$ cat src/rtl/gpio_irq_pkg.sv
package gpio_irq_pkg;

  localparam logic [7:0] OFS_DATA   = 8'h00;
  localparam logic [7:0] OFS_DIR    = 8'h10;
  localparam logic [7:0] OFS_KIND   = 8'h90;
  localparam logic [7:0] OFS_POL    = 8'h94;
  localparam logic [7:0] OFS_ACK    = 8'h98;
  localparam logic [7:0] OFS_EN     = 8'h9c;
  localparam logic [7:0] OFS_MASKED = 8'ha0;
  localparam logic [7:0] OFS_RAW    = 8'ha4;
  localparam logic [7:0] OFS_DEB    = 8'ha8;

  typedef enum logic [3:0] {
    RD_NONE,
    RD_DATA,
    RD_DIR,
    RD_KIND,
    RD_POL,
    RD_EN,
    RD_MASKED,
    RD_RAW,
    RD_DEB
  } rdSel_e;

  typedef struct packed {
    logic   wrData;
    logic   wrDir;
    logic   wrKind;
    logic   wrPol;
    logic   wrAck;
    logic   wrEn;
    logic   wrDeb;
    rdSel_e rdSel;
  } ctrlStrobe_t;

endpackage

$ cat src/rtl/gpio_irq_ctrl.sv
module gpio_irq_ctrl
  import gpio_irq_pkg::*;
#(
  parameter int ADDR_W = 8
) (
  input  logic              busSel,
  input  logic              busWr,
  input  logic [ADDR_W-1:0] busAddr,
  output ctrlStrobe_t       strobe
);

  logic doWrite;
  assign doWrite = busSel && busWr;

  always_comb begin
    strobe = '0;
    strobe.rdSel = RD_NONE;
    unique case (busAddr)
      ADDR_W'(OFS_DATA):   begin strobe.wrData = doWrite; strobe.rdSel = RD_DATA; end
      ADDR_W'(OFS_DIR):    begin strobe.wrDir  = doWrite; strobe.rdSel = RD_DIR;  end
      ADDR_W'(OFS_KIND):   begin strobe.wrKind = doWrite; strobe.rdSel = RD_KIND; end
      ADDR_W'(OFS_POL):    begin strobe.wrPol  = doWrite; strobe.rdSel = RD_POL;  end
      ADDR_W'(OFS_ACK):    begin strobe.wrAck  = doWrite; strobe.rdSel = RD_NONE; end
      ADDR_W'(OFS_EN):     begin strobe.wrEn   = doWrite; strobe.rdSel = RD_EN;   end
      ADDR_W'(OFS_MASKED): strobe.rdSel = RD_MASKED;
      ADDR_W'(OFS_RAW):    strobe.rdSel = RD_RAW;
      ADDR_W'(OFS_DEB):    begin strobe.wrDeb  = doWrite; strobe.rdSel = RD_DEB;  end
      default:             strobe.rdSel = RD_NONE;
    endcase
  end

endmodule

$ cat src/rtl/gpio_irq_dp.sv
module gpio_irq_dp
  import gpio_irq_pkg::*;
#(
  parameter int WIDTH     = 8,
  parameter int TICK_DIV  = 4,
  parameter int DEB_COUNT = 4
) (
  input  logic             clk,
  input  logic             rstN,
  input  ctrlStrobe_t      strobe,
  input  logic [WIDTH-1:0] busWdata,
  output logic [WIDTH-1:0] busRdata,
  input  logic [WIDTH-1:0] padIn,
  output logic [WIDTH-1:0] padOut,
  output logic [WIDTH-1:0] padOe,
  output logic [WIDTH-1:0] pinStatus,
  output logic             irqOut
);

  localparam int TICK_W = (TICK_DIV > 1) ? $clog2(TICK_DIV) : 1;
  localparam int CNT_W  = $clog2(DEB_COUNT + 1);

  logic [WIDTH-1:0] dataReg, dirReg, kindReg, polReg, enReg, debReg;
  logic [WIDTH-1:0] syncA, syncB, filt, filtPrev, edgeLatch;
  logic [WIDTH-1:0] riseHit, fallHit, edgeSet, levelHit, rawStatus, maskedStatus;
  logic [TICK_W-1:0] tickCnt;
  logic tick;

  // configuration registers
  always_ff @(posedge clk) begin
    if (!rstN) begin
      dataReg <= '0;
      dirReg  <= '0;
      kindReg <= '0;
      polReg  <= '0;
      enReg   <= '0;
      debReg  <= '0;
    end else begin
      if (strobe.wrData) dataReg <= busWdata;
      if (strobe.wrDir)  dirReg  <= busWdata;
      if (strobe.wrKind) kindReg <= busWdata;
      if (strobe.wrPol)  polReg  <= busWdata;
      if (strobe.wrEn)   enReg   <= busWdata;
      if (strobe.wrDeb)  debReg  <= busWdata;
    end
  end

  // two-flop synchronizer
  always_ff @(posedge clk) begin
    if (!rstN) begin
      syncA <= '0;
      syncB <= '0;
    end else begin
      syncA <= padIn;
      syncB <= syncA;
    end
  end

  // sample tick prescaler
  always_ff @(posedge clk) begin
    if (!rstN) begin
      tickCnt <= '0;
    end else if (tickCnt == TICK_W'(TICK_DIV - 1)) begin
      tickCnt <= '0;
    end else begin
      tickCnt <= tickCnt + 1'b1;
    end
  end
  assign tick = (tickCnt == TICK_W'(TICK_DIV - 1));

  // per-line debounce filter
  for (genvar i = 0; i < WIDTH; i++) begin : g_filt
    logic [CNT_W-1:0] holdCnt;
    logic             filtBit;
    always_ff @(posedge clk) begin
      if (!rstN) begin
        holdCnt <= '0;
        filtBit <= 1'b0;
      end else if (!debReg[i]) begin
        holdCnt <= '0;
        filtBit <= syncB[i];
      end else if (syncB[i] == filtBit) begin
        holdCnt <= '0;
      end else if (tick) begin
        if (holdCnt == CNT_W'(DEB_COUNT - 1)) begin
          holdCnt <= '0;
          filtBit <= syncB[i];
        end else begin
          holdCnt <= holdCnt + 1'b1;
        end
      end
    end
    assign filt[i] = filtBit;
  end

  always_ff @(posedge clk) begin
    if (!rstN) filtPrev <= '0;
    else       filtPrev <= filt;
  end

  // detection
  assign riseHit  = filt & ~filtPrev;
  assign fallHit  = ~filt & filtPrev;
  assign edgeSet  = enReg & kindReg & ((polReg & riseHit) | (~polReg & fallHit));
  assign levelHit = ~(polReg ^ filt);

  always_ff @(posedge clk) begin
    if (!rstN) begin
      edgeLatch <= '0;
    end else begin
      edgeLatch <= ((edgeLatch & ~(strobe.wrAck ? busWdata : '0)) | edgeSet) & kindReg;
    end
  end

  assign rawStatus    = (kindReg & edgeLatch) | (~kindReg & levelHit);
  assign maskedStatus = rawStatus & enReg;
  assign pinStatus    = maskedStatus;
  assign irqOut       = |maskedStatus;
  assign padOut       = dataReg;
  assign padOe        = dirReg;

  always_comb begin
    unique case (strobe.rdSel)
      RD_DATA:   busRdata = (dataReg & dirReg) | (syncB & ~dirReg);
      RD_DIR:    busRdata = dirReg;
      RD_KIND:   busRdata = kindReg;
      RD_POL:    busRdata = polReg;
      RD_EN:     busRdata = enReg;
      RD_MASKED: busRdata = maskedStatus;
      RD_RAW:    busRdata = rawStatus;
      RD_DEB:    busRdata = debReg;
      default:   busRdata = '0;
    endcase
  end

endmodule

$ cat src/rtl/gpio_irq_port.sv
module gpio_irq_port
  import gpio_irq_pkg::*;
#(
  parameter int ADDR_W    = 8,
  parameter int WIDTH     = 8,
  parameter int TICK_DIV  = 4,
  parameter int DEB_COUNT = 4
) (
  input  logic              clk,
  input  logic              rstN,
  input  logic              busSel,
  input  logic              busWr,
  input  logic [ADDR_W-1:0] busAddr,
  input  logic [WIDTH-1:0]  busWdata,
  output logic [WIDTH-1:0]  busRdata,
  input  logic [WIDTH-1:0]  padIn,
  output logic [WIDTH-1:0]  padOut,
  output logic [WIDTH-1:0]  padOe,
  output logic [WIDTH-1:0]  pinStatus,
  output logic              irqOut
);

  ctrlStrobe_t strobe;

  gpio_irq_ctrl #(.ADDR_W(ADDR_W)) u_ctrl (
    .busSel (busSel),
    .busWr  (busWr),
    .busAddr(busAddr),
    .strobe (strobe)
  );

  gpio_irq_dp #(
    .WIDTH    (WIDTH),
    .TICK_DIV (TICK_DIV),
    .DEB_COUNT(DEB_COUNT)
  ) u_dp (
    .clk      (clk),
    .rstN     (rstN),
    .strobe   (strobe),
    .busWdata (busWdata),
    .busRdata (busRdata),
    .padIn    (padIn),
    .padOut   (padOut),
    .padOe    (padOe),
    .pinStatus(pinStatus),
    .irqOut   (irqOut)
  );

endmodule

$ cat config.mk
export PLATFORM = sky130hd
export DESIGN_NAME = gpio_irq_port
export DESIGN_NICKNAME = d
export VERILOG_FILES = /design/src/rtl/gpio_irq_pkg.sv /design/src/rtl/gpio_irq_ctrl.sv /design/src/rtl/gpio_irq_dp.sv /design/src/rtl/gpio_irq_port.sv
export SDC_FILE = /design/constraint.sdc
export NUM_CORES = 1
export LEC_CHECK = 0
export ABC_AREA = 1
export BUFFER_PORTS_ARGS = -buffer_cell sky130_fd_sc_hd__buf_4
export CAP_MARGIN = 20
export CELL_PAD_IN_SITES_DETAIL_PLACEMENT = 0
export CELL_PAD_IN_SITES_GLOBAL_PLACEMENT = 1
export CORE_ASPECT_RATIO = 1.75
export CORE_MARGIN = 5
export CORE_UTILIZATION = 39
export CTS_CLUSTER_SIZE = 28
export DETAILED_ROUTE_END_ITERATION = 6
export HOLD_SLACK_MARGIN = 0.02
export PLACE_DENSITY_LB_ADDON = 0.1
export SKIP_CTS_REPAIR_TIMING = 1
export SLEW_MARGIN = 20
export SYNTH_ARGS = -nofsm -noshare
export SYNTH_HDL_FRONTEND = slang
export SYNTH_SLANG_ARGS = --single-unit
$ cat constraint.sdc
create_clock -name clk -period 1.9 [get_ports clk]
set_clock_uncertainty 0.15 [all_clocks]
set_input_delay 0.095 -clock clk [delete_from_list [all_inputs] [get_ports clk]]
set_output_delay 0.095 -clock clk [all_outputs]
set_load 0.02 [all_outputs]
## After elaboration in Yosys (flattened, before gate mapping)

Index checks and enable logic that the tools add are counted.

| operators by class | value |
|---|---|
| bitwise gates (word level) | 34 |
| reductions and logical operators | 20 |
| add/sub/neg operators | 9 |
| mux-type cells | 50 |
| equal/unequal tests | 57 |

Operators by type and width:

| operator | count |
|---|---|
| AND 8 bit | 13 |
| one-hot mux 8 bit (8 select lines) | 1 |
| equality test 8 bit, second input constant | 7 |
| inverter 8 bit | 7 |
| inequality test 2 bit, second input constant | 24 |
| 2-to-1 mux 1 bit | 39 |
| OR 8 bit | 4 |
| one-hot mux 4 bit (8 select lines) | 1 |
| adder 3 x 1 -> 3 bit, second input constant | 8 |
| equality test 3 x 2 -> 1 bit, second input constant | 8 |
| 2-to-1 mux 3 bit | 8 |
| AND reduction 3 bit | 8 |
| OR reduction 3 bit | 8 |
| equality test 4 x 3 -> 1 bit, second input constant | 4 |
| inverter 1 bit | 9 |
| equality test 1 bit | 8 |
| equality test 4 x 2 -> 1 bit, second input constant | 2 |
| equality test 8 x 5 -> 1 bit, second input constant | 1 |
| logical NOT 8 bit | 1 |
| 2-to-1 mux 8 bit | 1 |
| OR reduction 8 bit | 1 |
| XOR 8 bit | 1 |
| equality test 4 x 1 -> 1 bit, second input constant | 1 |
| equality test 4 bit, second input constant | 1 |
| other kinds (4) | 4 |

| storage, ports and cells | value |
|---|---|
| register bits | 114 |
| output and inout port bits | 33 |
| bits of input ports | 28 |
| logic and storage cells | 197 |

## Depth between registers and ports, before layout

| depth | value |
|---|---|
| depth after elaboration | 7 |
| mapped depth | 9 |
| gate-level depth less buffers | 9 |

## By module

Synthesis repeated with hierarchy kept, for this count alone.

| second synthesis, totals | value |
|---|---|
| cells, all modules | 769 |
| area, all modules | 5272.6 um^2 |

By module, submodules not included:

| module | seq. area each (um^2) | instances | area each (um^2) | cells each |
|---|---|---|---|---|
| gpio_irq_dp | 2282.2 | 1 | 5026.1 | 719 |
| gpio_irq_ctrl | 0.0 | 1 | 246.5 | 50 |

## Worst setup path after synthesis

No wires, ideal clock.

| timing | value |
|---|---|
| path type | register -> output |
| start point | register u_dp.g_filt[2].filtBit |
| end point | output busRdata[2] |
| path slack | 0.408 ns |
| data arrival time | 1.247 ns |
| path buffers | 0 |
| cell stages (with the launch flop) | 8 |
| required time | 1.655 ns |
| cell sequence | dfxtp_1 inv_1 nand2_1 nand3_1 nand2_1 nor2_1 nand4_1 nand4_1 |

| between the ends | value |
|---|---|
| cells in the longest elaborated chain, start to end | 6 |

Ends and longest elaborated chain:

| element | RTL line | text |
|---|---|---|
| start, declared | gpio_irq_dp.sv:74 | `logic filtBit;` |
| start signal, assigned | gpio_irq_dp.sv:81 | `filtBit <= syncB[i];` |
| start signal, assigned | gpio_irq_dp.sv:87 | `filtBit <= syncB[i];` |
| XOR 8 bit | gpio_irq_dp.sv:105 | `assign levelHit = ~(polReg ^ filt);` |
| inverter 8 bit | gpio_irq_dp.sv:105 |  |
| AND 8 bit | gpio_irq_dp.sv:115 | `assign rawStatus = (kindReg & edgeLatch) \| (~kindReg & levelHit);` |
| OR 8 bit | gpio_irq_dp.sv:115 |  |
| AND 8 bit | gpio_irq_dp.sv:116 | `assign maskedStatus = rawStatus & enReg;` |
| named net pinStatus[2] | gpio_irq_port.sv:19 | `output logic [WIDTH-1:0] pinStatus,` |
| one-hot mux 8 bit (8 select lines) | gpio_irq_dp.sv:123 | `unique case (strobe.rdSel)` |
| end, declared | gpio_irq_port.sv:15 | `output logic [WIDTH-1:0] busRdata,` |

The timed path passes the listed nets, and every way through them passes these cells.

## Worst setup path in the final report

| timing | value |
|---|---|
| start point | register u_dp.g_filt[6].filtBit |
| end point | output busRdata[6] |

| between the ends | value |
|---|---|
| cells in the longest elaborated chain, start to end | 6 |

Ends and longest elaborated chain:

| element | RTL line |
|---|---|
| start, declared | gpio_irq_dp.sv:74 |
| start signal, assigned | gpio_irq_dp.sv:81 |
| start signal, assigned | gpio_irq_dp.sv:87 |
| XOR 8 bit (*) | gpio_irq_dp.sv:105 |
| inverter 8 bit (*) | gpio_irq_dp.sv:105 |
| AND 8 bit (*) | gpio_irq_dp.sv:115 |
| OR 8 bit (*) | gpio_irq_dp.sv:115 |
| AND 8 bit | gpio_irq_dp.sv:116 |
| one-hot mux 8 bit (8 select lines) (*) | gpio_irq_dp.sv:123 |

Mark *: on every way between the ends. The rest lies on a longest branch, timed or not.

==> impl_table.tex <==
\begin{tabular}{lr}
\hline
Metric & Value \\
\hline
\multicolumn{2}{l}{\textbf{Place}} \\
Post-Place Setup Slack & 0.1360 ns \\
Post-Place Cells & 925 \\
\# port buffers & 60 \\
Last weighted congestion value of the routability-driven placer & roughly 0.89 \\
Final HPWL DP & roughly 11 mm \\
Instance area after placement & $\sim$6000 um\^{}2 \\
\multicolumn{2}{l}{\textbf{Global routing}} \\
Global-route total usage across every layer & 0.1913 \\
Pin count of the biggest net entering global routing & 60 \\
Initial antenna violation count & 0 \\
Global-route wire length before repair & 24.34 mm \\
Number of global-route vias before repair & $\sim$4600 \\
Total global routing overflow & 0 \\
\multicolumn{2}{l}{\textbf{Detailed routing}} \\
Final routed DRC violation total & 0 \\
Sum of routed wire length over all layers & approximately 15 mm \\
Average via count per standard cell & $\sim$5.1 \\
1st-pass router iterations & 7 \\
Via count of the routed design & about 5000 \\
Routed Antenna Nets & 0 \\
Drt initial violations & between 200 and 300 \\
Routed wire length per instance & between 15 and 20 um \\
\multicolumn{2}{l}{\textbf{Floorplan}} \\
Die Span X & 98.09 um \\
Vertical die dimension & roughly 160 um \\
Die Footprint & roughly 16000 um\^{}2 \\
Ports & slightly above 60 \\
Core Footprint & roughly 13000 um\^{}2 \\
Initial core utilization & 0.3958 \\
Number of cell rows & 56 \\
\multicolumn{2}{l}{\textbf{Critical path}} \\
Data required time of the critical path & between 1.5 and 2 ns \\
Startpoint class of the critical path & register \\
Cell family contributing the most delay on the critical path & simple AND/OR/NAND/NOR gates \\
Type of the worst setup path & reg2out \\
Dominant cell type by count on the critical path & sky130\_fd\_sc\_hd\_\_nand4\_1 \\
Critical path fanouts, max & 4 \\
Worst R2R Setup Slack & approximately 0.43 ns \\
Buffering stage count on the worst path with inverters included & 2 \\
Element type at the critical path end & output pin \\
Cell at the slowest stage of the critical path & sky130\_fd\_sc\_hd\_\_dfxtp\_2 \\
Sequence of cells on the critical path & inv\_2, nand2\_1, nand3\_2, nand2\_4, nor2\_4, nand4\_1, nand4\_1, buf\_6 \\
Crit path DAT & between 1.5 and 2 ns \\
Delay of the slowest cell on the worst path & approximately 0.34 ns \\
\multicolumn{2}{l}{\textbf{Status}} \\
Run status & finished clean \\
\multicolumn{2}{l}{\textbf{Power}} \\
Sw Share & 0.2475 \\
Proportion of power drawn by flip-flops and latches & 0.418 \\
Clock network fraction of design power & 0.527 \\
Psw & approximately 1.4 mW \\
Internal power & $\sim$4.4 mW \\
PD cells & 834.2 nW/um\^{}2 \\
Worst-case vdd ir drop & between 0.0005 and 0.0006 V \\
Total chip power & slightly below 6 mW \\
Static power due to leakage & 3.031 nW \\
Share of power burned in combinational logic & 0.055 \\
\multicolumn{2}{l}{\textbf{Synthesis}} \\
Proportion of register bits with asynchronous set or reset after synthesis & 0 \\
Post-synthesis cell type count & 31 \\
Mean area per synthesized cell & around 7.5 um\^{}2 \\
Synthesized flop and latch total & $\sim$110 \\
Number of instances in the synthesized netlist & about 700 \\
Yosys warns & 0 \\
Primary flip-flop cell chosen by synthesis mapping & sky130\_fd\_sc\_hd\_\_dfxtp\_1 \\
Share of synthesized area occupied by flip-flops and latches & 0.4309 \\
Area of the mapped netlist & $\sim$5300 um\^{}2 \\
Number of flops mapped to enable cells by yosys & 0 \\
Syn\_nets & 740 \\
\multicolumn{2}{l}{\textbf{Finish}} \\
Most common cell after layout, fill and taps aside & sky130\_fd\_sc\_hd\_\_nand2\_1 \\
Commonest non-fill, non-tap cells in the layout & sky130\_fd\_sc\_hd\_\_nand2\_1, sky130\_fd\_sc\_hd\_\_dfxtp\_1, sky130\_fd\_sc\_hd\_\_a21oi\_1, sky130\_fd\_sc\_hd\_\_inv\_1, sky130\_fd\_sc\_hd\_\_o21ai\_0 \\
Fraction of final layout cells sized beyond drive strength 1 & 0.2605 \\
Post-route insts no fill & between 900 and 1000 \\
Final std cell area, no fill & about 7000 um\^{}2 \\
Final net count & around 830 \\
Fillcell total & 1350 \\
Ant diodes & 0 \\
Signed area change from the synthesized netlist to the final layout & 31.92\% \\
\multicolumn{2}{l}{\textbf{STA}} \\
Worst setup slack after layout & 0.04007 ns \\
Number of max-slew violations in the final report & 0 \\
RSZ-0062 raised after global routing & yes \\
Setup\_tns & 0 ns \\
Ratio of final minimum period to clock period & 0.9789 \\
Worst slew slack as a fraction of its limit & 0.7200 \\
Number of hold violations in the final report & 0 \\
Fmax & about 0.54 GHz \\
Worst slew pin tran & roughly 0.42 ns \\
Finish-stage setup viols & 0 \\
Minimum clock period after layout & 1.860 ns \\
\multicolumn{2}{l}{\textbf{Clock network}} \\
Clock tree from TritonCTS & done \\
Clk sink count & 114 \\
CTS Buf Count & 17 \\
Clock latency on the worst-skew pair & 0.40 ns \\
Root buffer cell & sky130\_fd\_sc\_hd\_\_clkbuf\_16 \\
CTS H-Tree Depth & 4 \\
Clock transition at the register clock pins on the worst setup and hold paths after CTS & roughly 0.060 ns \\
Maximum clock path buffer count & 2 \\
\multicolumn{2}{l}{\textbf{Run}} \\
Max-cap violations & 0 \\
\multicolumn{2}{l}{\textbf{Worst hold path}} \\
Hold crit path type & in2reg \\
\hline
\end{tabular}
## worst reg2reg max path, cell delays in order, from the launching register on
cell and delay (ns):
sky130_fd_sc_hd__dfxtp_1 0.31, sky130_fd_sc_hd__ha_1 0.20, sky130_fd_sc_hd__inv_1 0.10, sky130_fd_sc_hd__buf_4 0.22, sky130_fd_sc_hd__o21ai_0 0.14, sky130_fd_sc_hd__o21ai_0 0.18
sky130_fd_sc_hd__a21oi_1 0.05
## power groups by stage
stage	combinational (mW)	sequential [mW]	clock (mW)
after floorplan	0.164	2.48	0
after global placement	0.268	2.49	0
after detailed placement	0.273	2.49	0
after CTS	0.273	2.43	3.15
after global routing	0.358	2.44	3.28
final	0.323	2.43	3.07
## routing by layer
metal	GRT usage	part of all wire
met1	0.2412	0.44
met2	0.3179	0.50
met3	0.05185	0.051
met4	0.05860	0.013
met5	0	0
## path summary, 6_finish.rpt
| check | cells after the start | start | end |
|---|---|---|---|
| worst min register to register | 2 | u_dp.syncA[6]$_SDFF_PN0_ | u_dp.syncB[6]$_SDFF_PN0_ |
| worst min-delay path | 6 | busAddr[3] | u_dp.enReg[6]$_SDFFE_PN0P_ |
| worst max-delay path | 8 | u_dp.g_filt[6].filtBit$_SDFFE_PN0P_ | busRdata[6] |
| worst max register to register | 6 | u_dp.tickCnt[0]$_SDFF_PP0_ | u_dp.g_filt[5].filtBit$_SDFFE_PN0P_ |
## area by class of cell
cell class              instances  area [um^2]  share of cell area
flip-flops and latches        114         2315              0.3313
multi-input cells             465         2663              0.3811
well taps                     174        217.7             0.03116
repair buffers                 98        837.1              0.1198
inverters                     101        381.6             0.05462
clock buffers                  17        425.4             0.06089
clock inverters                15        147.6             0.02113
## kinds of logic (layout without fill, tap and decap cells)
| kind of cell | count (synthesis) | in the layout | synth area share |
|---|---|---|---|
| compound gates | 210 | 210 | 0.2197 |
| fa+ha+maj | 9 | 9 | 0.02126 |
| buf+inv | 124 | 231 | 0.09875 |
| flops | 114 | 114 | 0.4309 |
| simple gates | 246 | 246 | 0.2294 |
## sequential cells by signal (all words and copies together), names as in the netlist
| name | flops |
|---|---|
| u_dp.tickCnt | 2 |
| u_dp.enReg | 8 |
| u_dp.g_filt.holdCnt | 24 |
| u_dp.syncB | 8 |
| u_dp.filtPrev | 8 |
| u_dp.padOe | 8 |
| u_dp.padOut | 8 |
| u_dp.syncA | 8 |
| u_dp.g_filt.filtBit | 8 |
| u_dp.debReg | 8 |
| u_dp.polReg | 8 |
| u_dp.kindReg | 8 |
| u_dp.edgeLatch | 8 |
## stage by stage
step	hold slack [ns]	util
3_3_place_gp	0.1254	0.4420
5_1_grt	0.1588	0.5221
4_1_cts	-0.2939	0.4849
6_report	0.1572	0.5221
3_5_place_dp	0.1305	0.4420
2_1_floorplan	0.04263	-
## Yosys cell counts (all sizes together), types with 4 or more instances
master	n	share of area
buf	15	0.021
dfxtp	114	0.43
a211oi	24	0.036
nand3	30	0.032
inv	101	0.072
o211ai	16	0.023
nand2	138	0.11
nor2	47	0.052
nand4	17	0.021
nor3	4	0.0047
ha	9	0.021
a21oi	88	0.083
clkbuf	8	0.0057
o21ai	80	0.076
or2	8	0.0094
(Power assumes the default switching activity.)
